### src/rtl/pei_pkg.sv
package pei_pkg;
  localparam int ADDR_W = 3;

  typedef enum logic [ADDR_W-1:0] {
    A_KIND    = 3'd0,
    A_SENSE   = 3'd1,
    A_DUAL    = 3'd2,
    A_UNMASK  = 3'd3,
    A_MASKSET = 3'd4,
    A_MASK    = 3'd5,
    A_STATUS  = 3'd6,
    A_NONE    = 3'd7
  } reg_sel_e;

  // One-pin event decision from the current and the previous sampled level.
  function automatic logic pin_event(input logic cur, input logic prev,
                                     input logic kind, input logic sense,
                                     input logic dual);
    logic rise, fall;
    rise = cur & ~prev;
    fall = ~cur & prev;
    if (kind) begin
      if (dual) return rise | fall;
      return sense ? rise : fall;
    end
    return sense ? cur : ~cur;
  endfunction
endpackage

### src/rtl/pei_cfg.sv
module pei_cfg
  import pei_pkg::*;
#(
  parameter int NPINS = 32
) (
  input  logic              clk,
  input  logic              rst,
  input  logic              wr,
  input  logic              rd,
  input  logic [ADDR_W-1:0] addr,
  input  logic [NPINS-1:0]  wdata,
  input  logic [NPINS-1:0]  status,
  output logic [NPINS-1:0]  cfg_kind,
  output logic [NPINS-1:0]  cfg_sense,
  output logic [NPINS-1:0]  cfg_dual,
  output logic [NPINS-1:0]  mask,
  output logic [NPINS-1:0]  sts_clr,
  output logic [NPINS-1:0]  rdata,
  output logic              rd_vld
);
  reg_sel_e sel;
  logic [NPINS-1:0] unmask_bits, maskset_bits, mask_nxt, rd_mux;

  assign sel = reg_sel_e'(addr);

  always_comb begin
    unmask_bits  = '0;
    maskset_bits = '0;
    sts_clr      = '0;
    if (wr) begin
      case (sel)
        A_UNMASK:  unmask_bits  = wdata;
        A_MASKSET: maskset_bits = wdata;
        A_STATUS:  sts_clr      = wdata;
        default: ;
      endcase
    end
    // a mask request beats an unmask request on the same bit
    mask_nxt = (mask & ~unmask_bits) | maskset_bits;
  end

  always_comb begin
    case (sel)
      A_KIND:   rd_mux = cfg_kind;
      A_SENSE:  rd_mux = cfg_sense;
      A_DUAL:   rd_mux = cfg_dual;
      A_MASK:   rd_mux = mask;
      A_STATUS: rd_mux = status;
      default:  rd_mux = '0;
    endcase
  end

  always_ff @(posedge clk) begin
    if (rst) begin
      cfg_kind  <= '0;
      cfg_sense <= '0;
      cfg_dual  <= '0;
      mask      <= '1;
      rdata     <= '0;
      rd_vld    <= 1'b0;
    end else begin
      if (wr) begin
        case (sel)
          A_KIND:  cfg_kind  <= wdata;
          A_SENSE: cfg_sense <= wdata;
          A_DUAL:  cfg_dual  <= wdata;
          default: ;
        endcase
      end
      mask   <= mask_nxt;
      rd_vld <= rd;
      if (rd) rdata <= rd_mux;
    end
  end

  assert_reset_masked_R1: assert property (@(posedge clk) disable iff (rst)
    $past(rst) |-> (&mask));

  assert_maskset_applies_R8: assert property (@(posedge clk) disable iff (rst)
    (wr && sel == A_MASKSET) |=> ((mask & $past(wdata)) == $past(wdata)));
endmodule

### src/rtl/pei_detect.sv
module pei_detect
  import pei_pkg::*;
#(
  parameter int NPINS = 32
) (
  input  logic             clk,
  input  logic             rst,
  input  logic [NPINS-1:0] pin,
  input  logic [NPINS-1:0] cfg_kind,
  input  logic [NPINS-1:0] cfg_sense,
  input  logic [NPINS-1:0] cfg_dual,
  input  logic [NPINS-1:0] clr,
  output logic [NPINS-1:0] status
);
  logic [NPINS-1:0] prev;
  logic [NPINS-1:0] evt;

  for (genvar i = 0; i < NPINS; i++) begin : g_pin
    // previous level follows the pin even in reset: no false edge at release
    always_ff @(posedge clk) prev[i] <= pin[i];

    assign evt[i] = pin_event(pin[i], prev[i], cfg_kind[i], cfg_sense[i], cfg_dual[i]);

    always_ff @(posedge clk) begin
      if (rst) status[i] <= 1'b0;
      else     status[i] <= (status[i] & ~clr[i]) | evt[i];
    end
  end

  assert_status_sticky_R9: assert property (@(posedge clk) disable iff (rst)
    1'b1 |=> (($past(status) & ~$past(clr) & ~status) == '0));

  assert_event_beats_clear_R12: assert property (@(posedge clk) disable iff (rst)
    1'b1 |=> (($past(evt & clr) & ~status) == '0));
endmodule

### src/rtl/pei_irq.sv
module pei_irq #(
  parameter int NPINS = 32
) (
  input  logic             clk,
  input  logic             rst,
  input  logic [NPINS-1:0] status,
  input  logic [NPINS-1:0] mask,
  output logic             irq
);
  always_ff @(posedge clk) begin
    if (rst) irq <= 1'b0;
    else     irq <= |(status & ~mask);
  end

  assert_all_masked_quiet_R10: assert property (@(posedge clk) disable iff (rst)
    $past(&mask) |-> !irq);

  assert_irq_rise_pending_R11: assert property (@(posedge clk) disable iff (rst)
    $rose(irq) |-> $past(|status));
endmodule

### src/rtl/pin_event_irq_unit.sv
module pin_event_irq_unit
  import pei_pkg::*;
#(
  parameter int NPINS = 32
) (
  input  logic                  clk,
  input  logic                  rst,
  input  logic                  bus_wr,
  input  logic                  bus_rd,
  input  logic [ADDR_W-1:0]     bus_addr,
  input  logic [NPINS-1:0]      bus_wdata,
  output logic [NPINS-1:0]      bus_rdata,
  output logic                  bus_rvld,
  input  logic [NPINS-1:0]      pin_lvl,
  output logic                  irq
);
  logic [NPINS-1:0] cfg_kind, cfg_sense, cfg_dual, mask, sts_clr, status;

  pei_cfg #(.NPINS(NPINS)) u_cfg (
    .clk(clk), .rst(rst), .wr(bus_wr), .rd(bus_rd), .addr(bus_addr),
    .wdata(bus_wdata), .status(status), .cfg_kind(cfg_kind),
    .cfg_sense(cfg_sense), .cfg_dual(cfg_dual), .mask(mask),
    .sts_clr(sts_clr), .rdata(bus_rdata), .rd_vld(bus_rvld)
  );

  pei_detect #(.NPINS(NPINS)) u_det (
    .clk(clk), .rst(rst), .pin(pin_lvl), .cfg_kind(cfg_kind),
    .cfg_sense(cfg_sense), .cfg_dual(cfg_dual), .clr(sts_clr),
    .status(status)
  );

  pei_irq #(.NPINS(NPINS)) u_irq (
    .clk(clk), .rst(rst), .status(status), .mask(mask), .irq(irq)
  );
endmodule

### config.mk
export PLATFORM = sky130hd
export DESIGN_NAME = pin_event_irq_unit
export DESIGN_NICKNAME = d
export VERILOG_FILES = /design/src/rtl/pei_pkg.sv /design/src/rtl/pei_cfg.sv /design/src/rtl/pei_detect.sv /design/src/rtl/pei_irq.sv /design/src/rtl/pin_event_irq_unit.sv
export SDC_FILE = /design/constraint.sdc
export NUM_CORES = 1
export LEC_CHECK = 0
export BUFFER_PORTS_ARGS = -buffer_cell sky130_fd_sc_hd__buf_4
export CAP_MARGIN = 25
export CORE_UTILIZATION = 60
export DETAILED_ROUTE_END_ITERATION = 16
export GPL_ROUTABILITY_DRIVEN = 0
export GPL_TIMING_DRIVEN = 0
export HOLD_SLACK_MARGIN = 0.15
export PLACE_DENSITY = 0.82
export SLEW_MARGIN = 20
export SYNTH_ARGS = -nofsm -noshare
export SYNTH_HDL_FRONTEND = slang
export SYNTH_HIERARCHICAL = 1
export SYNTH_SLANG_ARGS = --single-unit
### constraint.sdc
create_clock -name clk -period 2.45 [get_ports clk]
set_clock_uncertainty 0.05 [all_clocks]
set_input_delay 0.49 -clock clk [delete_from_list [all_inputs] [get_ports clk]]
set_output_delay 0.49 -clock clk [all_outputs]
set_load 0.05 [all_outputs]
==> impl.org, run 1 <==
** Run status
- The run finished with clean final reports.

** Detailed routing
- Wire segments on met2 add up to roughly 16 mm in the final route.
- Post-detailed-route DRC marker count :: 0
- Max Used Layer :: met4
- Remaining antenna violation count after routing :: 0
- After detailed routing, the number of vias per cell comes to between 6 and 7.
- WL/cell :: 20.1 µm
- For this block, the via count after detailed routing is 11058.
- Summed over all layers, the routed wires come to 35.9 mm.
- Length of routed met3 wiring :: 3.98 mm
- The first routing iteration left between 1000 and 1500 violations.
- Number of iterations in the first detailed-routing pass :: 9
- The detailed router put a total of 14.2 mm of wire on met1.

** Timing
- Number of hold-slack violations in the final timing report :: 0
- Slew Viols, Final :: 0
- Worst slew margin :: 49.0%
- After routing, the total negative slack on setup checks comes to 0 ns.
- Unrepaired setup endpoints after global routing :: no
- Hold slack :: 0.172 ns
- The clock period could shrink to between 2 and 2.5 ns.
- Max Clk Rate :: 498 MHz
- For the pin with the worst max-slew slack, the measured transition is between 0.7 and 0.8 ns.
- Setup violations remaining at the end of the flow were counted as 0.
- Dividing the final minimum period by the clock period gives 81.9%.

** Global routing
- First-pass GRT wire length :: 56.1 mm
- The number of global-route vias before repair came to 10749.
- Global routing used a little over a third of the available tracks.
- Entering global routing, the biggest net connects 13 pins.
- For this run the aggregate overflow at the end of global routing stands at 0.
- Initial antenna violation count :: 0

** Synth
- Number of synthesized flops with an enable pin :: 0
- Multiplexer share of the synthesized area :: 0%
- By area, the combinational part of the netlist is dominated by compound AO/OA/AOI/OAI gates.
- Sequential elements use between 30% and 40% of the synthesized area.
- Among all flip-flop cells after synthesis, the most frequent one is sky130_fd_sc_hd__dfxtp_1.
- Area contributors post-synth :: sky130_fd_sc_hd__dfxtp_1 39%, sky130_fd_sc_hd__nand2_1 9.5%, sky130_fd_sc_hd__ha_1 7.4%
- Compound-cell area share of the yosys netlist :: 24.6%
- Of the total synthesized cell area, the portion taken by full adders, half adders and majority gates is 7.36%.
- In this run the biggest area consumer among cell types represents 39.2% of the synthesized area.
- Simple-gate portion of the synthesized area :: a little under a fifth
- Combined area of all synthesized cells :: 0.0116 mm²
- Cell type contributing the most total cell area after synthesis :: sky130_fd_sc_hd__dfxtp_1
- Counting flops with an async set or reset pin after synthesis yields a share of 0%.
- The synthesized netlist devotes 2.43% of its cell area to XOR and XNOR gates.
- Synth Instances :: roughly 1400
- The synthesized design contains 226 register bits.
- Nets in the synthesized netlist :: 1521
- After synthesis, the netlist uses 30 different library cells.
- For this run, the number of Yosys warnings is 6.
- Average footprint of a synthesized cell :: 8.36 µm²

** Setup path
- Count of cells along the worst register-to-register path :: 4
- Reg2reg start :: u_det/status[24]$_SDFF_PP0_
- The worst setup path is of the in -> reg kind.
- Arrival time reported for the critical path endpoint :: 2.35 ns
- Startpoint of the worst setup timing path :: bus_addr[0]
- STA puts the critical path data required time at 2.80 ns.
- The worst setup path is captured at a register.
- STA classifies the critical path startpoint as an input pin.
- The critical path ends at u_det/status[16]$_SDFF_PP0_.
- Cell with the largest stage delay on the worst path :: sky130_fd_sc_hd__buf_2
- Worst-path maximum fanout :: 10
- The largest single stage delay on the critical path is between 0.2 and 0.3 ns.
- Ordered list of cells on the worst path :: buf_4, inv_1, ha_1, buf_2, buf_4, nand2_1, buf_2, nor2_1, inv_1, a2bb2oi_1, o22ai_1
- Capturing point of the worst reg2reg path :: u_irq/irq$_SDFF_PP0_
- Reg2reg setup slack :: 1.00 ns

** Finish
- Number of filler cells placed in the layout :: 1463
- The final layout contains 1684 nets.
- The area growth from synthesis to layout is 18.5%.
- 0 antenna diodes ended up in the layout.
- For this run, the number of standard cells in the final layout without fillers is ~1800.
- Commonest non-fill, non-tap cells in the layout :: 291 x sky130_fd_sc_hd__nand2_1, 226 x sky130_fd_sc_hd__dfxtp_1, 130 x sky130_fd_sc_hd__inv_1
- The library cell used most frequently in the layout, excluding fill and tap cells, is sky130_fd_sc_hd__nand2_1.
- Cells with a size suffix above 1 make up between 10% and 20% of the layout.

** Clock tree
- Cts bufs inserted :: 25
- Once the clock tree was built, the setup fixing pass inserted 0 buffers.
- CTS built an H-tree with a depth of 1.
- TritonCTS built the clock tree.
- Root cell of the clock tree :: sky130_fd_sc_hd__clkbuf_16
- At the later pin of the worst-skew pair, clock insertion delay measures 0.52 ns.
- The clock passes through at most 3 buffers.
- The clock drives 226 sinks.
- Clk slew on worst S/H paths :: 0.06 ns
- Cts repair resizes :: 0

** Die
- The die is 141 µm wide.
- Placement row count :: 50
- Measured along the y axis, the die boundary spans 141 µm.
- The total area inside the core boundary comes to 0.0188 mm².
- The floorplan step defined a die boundary enclosing 0.0198 mm².
- Once the floorplan was initialized, standard cells occupied 61.6% of the core.
- I/O pin total :: 105

** Power
- Leakage power summed over all cells :: 5.74 nW
- For this design the ratio of total power to cell area is 637 mW/mm².
- Across the VDD grid, the largest voltage drop is 0.000568 V.
- Overall power after layout :: 8.72 mW

** Worst hold path
- WHS Path Cells :: 2
- The tightest min-delay check is of the in -> reg type.

** Run
- Total of max-cap violations :: 0

** Placed design
- Including well taps, the total number of placed cells is 1720.
- Placed wire-length estimate :: 24.0 mm
- Input/output buffers :: 104
[logic make-up (layout without fill, tap and decap cells)]
kind of cell	after synthesis	after routing
XOR/XNOR	32	32
adder cells (fa/ha/maj)	68	68
AO/OA/AOI/OAI	433	433
flip-flops	226	226
AND/OR/NAND/NOR	402	402
buffers and inverters	221	396
[stage by stage]
| stage | setup WS (ns) | area (µm²) | utilization (%) |
|---|---|---|---|
| floorplan | 0.583 | 11600 | - |
| global placement | 0.0540 | 12600 | 67.3 |
| detailed placement | 0.0468 | 12600 | 67.3 |
| CTS | 0.512 | 13700 | 73.0 |
| global route | 0.295 | 13700 | 73.0 |
| finish | 0.444 | 13700 | 73.0 |
[final cells by class]
cell class	instances	area, µm²	share of cell area (%)
plain buffers	91	483	3.53
clock buffers	35	703	5.13
clock inverters	4	45.0	0.329
inverters	130	488	3.56
multi-input cells	935	6060	44.2
flip-flops and latches	226	4520	33.0
well taps	234	293	2.14
repair buffers	136	1100	8.04
[sequential cells by signal (all words and copies together), names as in the netlist]
register and count:
u_cfg/cfg_kind 32, u_det/prev 32, u_cfg/mask 32, u_cfg/rd_vld 1, u_cfg/rdata 32, u_cfg/cfg_sense 32
u_det/status 32, u_irq/irq 1, u_cfg/cfg_dual 32
[per-layer routing]
layer  vias up  global-route usage [%]
met5         -                       0
met4         0                    20.5
met3       153                    7.07
met2       678                    56.8
met1      5144                    46.5
li1       5083                       -
[cells in the mapped netlist (all sizes together) (3+ instances only)]
| library cell | n |
|---|---|
| a211oi | 32 |
| a21oi | 128 |
| a22o | 31 |
| a22oi | 95 |
| a2bb2oi | 32 |
| a31oi | 32 |
| and3b | 3 |
| buf | 66 |
| clkbuf | 25 |
| dfxtp | 226 |
| ha | 68 |
| inv | 130 |
| nand2 | 291 |
| nand3b | 35 |
| nor2 | 33 |
| nor2b | 34 |
| nor4 | 4 |
| o21ai | 32 |
| o22ai | 48 |
| xor2 | 32 |
[timing repair]
item / 4_1_cts / 5_1_grt
hold endpoints to repair: 32 / 0
hold buffers: 32 / 0
setup endpoints to repair: 0 / 0
[where the power goes]
group	total [mW]	switching, mW	internal, mW	leakage [nW]
logic	1.20	0.722	0.481	3.51
registers	3.96	0.135	3.82	1.85
clock network	3.56	1.48	2.07	0.370
[how the worst min path moves through the flow]
stage / start / endpoint
final: rst / u_cfg/rd_vld$_SDFF_PP0_
after global routing: bus_wdata[26] / u_cfg/mask[26]$_SDFF_PP1_
after CTS: rst / u_cfg/rd_vld$_SDFF_PP0_
after detailed placement: u_cfg/rdata[25]$_SDFFE_PP0P_ / u_cfg/rdata[25]$_SDFFE_PP0P_
after global placement: u_cfg/rdata[12]$_SDFFE_PP0P_ / u_cfg/rdata[12]$_SDFFE_PP0P_
after floorplan: u_cfg/mask[0]$_SDFF_PP1_ / u_cfg/mask[0]$_SDFF_PP1_
[critical path: cells and delay by family]
kind / cells / cell delay (ns)
buffers and inverters: 6 / 1.05
AOI/OAI and AO/OA: 2 / 0.30
and+or+nand+nor: 2 / 0.30
adders and majority gates: 1 / 0.21
(Power assumes the default switching activity.)
==> run 2, diff against run 1 <==
--- a/config.mk
+++ b/config.mk
@@ -5,14 +5,15 @@
 export SDC_FILE = /design/constraint.sdc
 export NUM_CORES = 1
 export LEC_CHECK = 0
+export ABC_AREA = 1
 export BUFFER_PORTS_ARGS = -buffer_cell sky130_fd_sc_hd__buf_4
 export CAP_MARGIN = 25
-export CORE_UTILIZATION = 60
+export CORE_UTILIZATION = 55
 export DETAILED_ROUTE_END_ITERATION = 16
 export GPL_ROUTABILITY_DRIVEN = 0
 export GPL_TIMING_DRIVEN = 0
 export HOLD_SLACK_MARGIN = 0.15
-export PLACE_DENSITY = 0.82
+export PLACE_DENSITY = 0.79
 export SLEW_MARGIN = 20
 export SYNTH_ARGS = -nofsm -noshare
 export SYNTH_HDL_FRONTEND = slang
==> constraint.sdc (replaced) <==
create_clock -name clk -period 1.62 [get_ports clk]
set_clock_uncertainty 0.05 [all_clocks]
set_input_delay 0.324 -clock clk [delete_from_list [all_inputs] [get_ports clk]]
set_output_delay 0.324 -clock clk [all_outputs]
set_load 0.05 [all_outputs]
==> run 2 against run 1 <==
  * Power is 58% higher
  * Hold slack better by 0.0065 ns
  * Die area is 16% higher
  * Non-clock buffer count is 32 higher
  * Via count is 17% higher
  * Largest cell class unchanged
  * Sequential cell count stayed put
  * Critical path type unchanged
  * Final cell count is 34% higher
  * Critical path depth is 1 lower
  * Wire length is 7.4% higher
==> impl.org, run 2 <==
** Power
- Maximum vdd ir drop :: 0.000810 V (was 0.000568 V)
- Reported net switching power :: 3.65 mW (was 2.34 mW)
- Fraction of power spent switching nets :: 26.4% (was 26.9%)
- The leakage dissipation came to 7.08 nW (was 5.74 nW).
- The power per cell area came to 922 mW/mm² (was 637 mW/mm²).
- Proportion of power drawn by flip-flops and latches :: 43.1% (was 45.4%)
- The part of the power in the clock network is 43.6% (was 40.8%).
- The cell-internal power came to 10.2 mW (was 6.38 mW).
- The power share of the combinational group is 13.3% (was 13.8%).

** Timing
- Slew at the pin closest to its max-slew limit :: 0.828 ns (was 0.764 ns)
- Min Tclk post-route :: between 1.5 and 2 ns
- Unrepaired setup endpoints after global routing :: no (unchanged)
- Worst setup slack after layout :: 0.0699 ns (was 0.444 ns)
- Worst slew margin :: 44.8% (was 49.0%)
- Max Clk Rate :: roughly 650 MHz
- The max-slew violation total from the final report is 0 (unchanged).
- The count of final setup violators came to 0 (unchanged).
- Final period utilization :: a little over nine tenths
- The total negative slack is 0 ns (unchanged).
- Hold slack :: 0.178 ns (was 0.172 ns)
- Number of hold-slack violations in the final timing report :: 0 (unchanged)

** Setup path
- Worst-path maximum fanout :: 10 (unchanged)
- The internal reg-to-reg setup slack came to 0.23 ns (was 1.00 ns).
- Count of cells along the worst register-to-register path :: 7 (was 4)
- Buffering stage count on the worst path with inverters included :: 4 (was 6)
- The required time at the endpoint of the critical path is 1.93 ns (was 2.80 ns).
- Critical setup path kind :: in -> reg (unchanged)
- Ordered list of cells on the worst path: buf_4, inv_1, ha_1, buf_4, nand2_1, nand2_1, nand2_2, clkbuf_2, o21bai_1, a21oi_1 (was buf_4, inv_1, ha_1, buf_2, buf_4, nand2_1, buf_2, nor2_1, inv_1, a2bb2oi_1, o22ai_1).
- Delay of the slowest cell on the worst path :: 0.34 ns (was 0.29 ns)
- Reg2reg start :: u_cfg/mask[0]$_SDFF_PP1_ (was u_det/status[24]$_SDFF_PP0_)
- Endpoint kind of the worst setup timing path :: register (unchanged)
- Startpoint Class :: input pin (unchanged)
- Cell type group with the largest total delay on the critical path :: buffers and inverters (unchanged)
- The endpoint of the lowest-slack register-to-register path is u_irq/irq$_SDFF_PP0_ (unchanged).
- Cell with the largest stage delay on the worst path :: sky130_fd_sc_hd__clkbuf_2 (was sky130_fd_sc_hd__buf_2)
- Arrival time reported for the critical path endpoint :: 1.86 ns (was 2.35 ns)

** Die
- The number of cell rows came to 54 (was 50).
- Die H :: 152 µm (was 141 µm)
- Die footprint :: 0.0230 mm² (was 0.0198 mm²)
- The horizontal die dimension was 152 µm (was 141 µm).
- CORE AREA :: 0.0219 mm² (was 0.0188 mm²)
- I/O pin total :: 105 (unchanged)
- The effective utilization at floorplan came to 56.3% (was 61.6%).

** Placed design
- Placed wire-length estimate :: 26.0 mm (was 24.0 mm)
- Input/output buffers :: 103 (was 104)
- Pre-CTS setup slack :: -0.607 ns (was 0.0468 ns)
- Placement-stage cell area :: 0.0135 mm² (was 0.0126 mm²)

** Detailed routing
- The ratio of routed vias to standard cells is 5.39 (was 6.17).
- Remaining antenna violation count after routing :: 0 (unchanged)
- The detailed-route DRC error count was 0 (unchanged).
- DR iter-0 viols :: 1222 (was 1262)
- Number of iterations in the first detailed-routing pass :: 7 (was 9)
- The aggregate routed wire length is 38.6 mm (was 35.9 mm).
- The vias after detailed routing came to 12933 (was 11058).
- The routed wire length per instance came to 16.1 µm (was 20.1 µm).

** Global routing
- Initial antenna violation count :: 1 (was 0)
- The routing usage on met1 came to 40.8% (was 46.5%).
- The met2 track demand over resource in global routing came to 57.0% (was 56.8%).
- The number of global-route vias before repair was 12013 (was 10749).
- All-layer global routing usage :: 33.5% (was 36.1%)
- Congestion Overflow GR :: 0 (unchanged)
- Busiest metal layer after global routing :: met2 (unchanged)
- The first-pass GRT wire length is 60.2 mm (was 56.1 mm).
- The pin count of the biggest net entering global routing was 14 (was 13).
- The global-route met3 utilization came to 6.08% (was 7.07%).

** Clock tree
- Clock tree from TritonCTS :: built (unchanged)
- Deepest clock path buffer count :: 3 (unchanged)
- The clock sink total was 226 (unchanged).
- The clock latency reported for the late side of the worst-skew pair came to 0.52 ns (about the same).
- The maximum level of the CTS H-tree is 1 (unchanged).
- The clock buffer count from CTS is 25 (unchanged).
- The clock transition at the registers of the reported paths was 0.06 ns (about the same).
- The library cell used as clock root buffer is sky130_fd_sc_hd__clkbuf_16 (unchanged).

** Synth
- Share of the synthesized area in the top cell type :: 36.7% (was 39.2%)
- The unique cell type count in the Yosys netlist is 24 (was 30).
- Synth Instances :: 1906 (was 1382)
- Average footprint of a synthesized cell :: 6.47 µm² (was 8.36 µm²)
- Proportion of synthesized flip-flops having asynchronous set or reset :: 0% (unchanged)
- The sequential share of the synthesized area came to 36.7% (was 39.2%).
- The number of warnings issued by yosys came to 6 (unchanged).
- The most repeated cell in the gate-level netlist after synthesis is sky130_fd_sc_hd__nand2_1 (unchanged).
- The dominant cell type by area after synthesis is sky130_fd_sc_hd__dfxtp_1 (unchanged).
- Area contributors post-synth :: sky130_fd_sc_hd__dfxtp_1 37%, sky130_fd_sc_hd__nand2_1 16%, sky130_fd_sc_hd__nand3_1 9.2% (was sky130_fd_sc_hd__dfxtp_1 39%, sky130_fd_sc_hd__nand2_1 9.5%, sky130_fd_sc_hd__ha_1 7.4%)
- The cell area after technology mapping is 0.0123 mm² (was 0.0116 mm²).
- The total of flip-flops plus latches after synthesis came to 226 (unchanged).
- Post-synth top cells :: 528 x sky130_fd_sc_hd__nand2_1, 295 x sky130_fd_sc_hd__inv_1, 226 x sky130_fd_sc_hd__dfxtp_1, 226 x sky130_fd_sc_hd__nand3_1, 203 x sky130_fd_sc_hd__nor2_1 (was 291 x sky130_fd_sc_hd__nand2_1, 226 x sky130_fd_sc_hd__dfxtp_1, 130 x sky130_fd_sc_hd__inv_1)
- Nets in the synthesized netlist :: 2045 (was 1521)
- The number of enable-type register cells in the synthesized netlist is 0 (unchanged).
- The most common flop cell mapped by yosys is sky130_fd_sc_hd__dfxtp_1 (unchanged).

** Finish
- The most common cell after layout, fill and taps aside is sky130_fd_sc_hd__nand2_1 (unchanged).
- Final standard cell utilization of the core :: 68.5% (was 73.0%)
- The number of nets in the finished design was 2240 (was 1684).
- Fraction of layout instances using a drive strength above 1 :: 9.96% (was 14.7%)
- Number of filler cells placed in the layout :: 1899 (was 1463)
- The finished layout cell area is 0.0150 mm² (was 0.0137 mm²).
- Growth of design area from synthesis to finish :: 21.5% (was 18.5%)
- Commonest non-fill, non-tap cells in the layout :: 528 x sky130_fd_sc_hd__nand2_1, 295 x sky130_fd_sc_hd__inv_1, 226 x sky130_fd_sc_hd__nand3_1, 226 x sky130_fd_sc_hd__dfxtp_1, 203 x sky130_fd_sc_hd__nor2_1 (was 291 x sky130_fd_sc_hd__nand2_1, 226 x sky130_fd_sc_hd__dfxtp_1, 130 x sky130_fd_sc_hd__inv_1)

** Run status
- Outcome :: finished, final reports clean (unchanged)

** Worst hold path
- The cell count of the worst hold path was 4 (was 2).
- The sink of the worst hold path was u_cfg/rdata[31]$_SDFFE_PP0P_ (was u_cfg/rd_vld$_SDFF_PP0_).
- The launch instance of the worst min-delay path is bus_rd (was rst).
- The worst hold-check path type is in -> reg (unchanged).

** Run
- Total of max-cap violations :: 0 (unchanged)
==> run 2: per-stage QoR <==
stage,cells,power (mW)
floorplan,1906,7.05
global placement,2289,7.66
detailed placement,2289,7.72
CTS,2399,13.8
global route,2400,14.3
finish,2400,13.8
==> run 2: final cells by class <==
type / instances / area (µm²) / area share, %
repair buffers: 168 / 1420 / 9.50
clock buffers: 38 / 764 / 5.10
plain buffers: 91 / 472 / 3.15
multi-input cells: 1290 / 6220 / 41.5
clock inverters: 7 / 114 / 0.759
inverters: 299 / 1120 / 7.50
flip-flops and latches: 226 / 4520 / 30.2
diodes: 1 / 2.50 / 0.0167
well taps: 280 / 350 / 2.34
==> run 2: kinds of logic (layout without fill, tap and decap cells) <==
kind of cell,Yosys count,after routing,synth area share (%)
DFF,226,226,36.7
buffers and inverters,390,603,12.9
adders and majority gates,68,68,6.90
and+or+nand+nor,960,960,31.6
AOI/OAI and AO/OA,262,262,11.9
other,0,1,0
==> run 2: worst max-delay path by stage <==
stage,cells past startpoint,endpoint,from
floorplan,9,u_cfg/rdata[29]$_SDFFE_PP0P_,bus_addr[0]
global placement,10,u_cfg/rdata[18]$_SDFFE_PP0P_,bus_addr[0]
detailed placement,10,u_cfg/rdata[19]$_SDFFE_PP0P_,bus_addr[0]
CTS,1,bus_rdata[12],u_cfg/rdata[12]$_SDFFE_PP0P_
global route,7,u_cfg/cfg_dual[22]$_SDFFE_PP0P_,bus_addr[0]
finish,10,u_cfg/rdata[23]$_SDFFE_PP0P_,bus_addr[0]
==> run 2: power by group through the flow <==
stage               clock network [mW]  logic [mW]  registers (mW)
finish                            6.03        1.84            5.95
global route                      6.28        2.00            5.98
CTS                               6.08        1.79            5.95
detailed placement                   0        1.64            6.07
global placement                     0        1.60            6.07
floorplan                            0       0.931            6.12
==> run 2: metal layers <==
| metal | up-vias | wire length (µm) |
|---|---|---|
| li1 | 6327 | - |
| met1 | 5827 | 15000 |
| met2 | 649 | 18200 |
| met3 | 130 | 3750 |
| met4 | 0 | 1600 |
| met5 | - | 0 |
==> run 2: worst reg2reg max path: cells and delay by family, from the launching register on <==
family                 cells  cell delay (ns)
AO/OA/AOI/OAI              1             0.16
buffers and inverters      1             0.05
flip-flops                 1             0.35
AND/OR/NAND/NOR            5             0.64
==> run 2: repair_timing <==
item / CTS / global route
buffers inserted: 0 / 0
endpoints found under the setup margin: 10 / 1
endpoints found under the hold margin: 157 / 0
gates resized for setup: 1 / 2
pin swaps: 0 / 0
hold buffers: 65 / 0
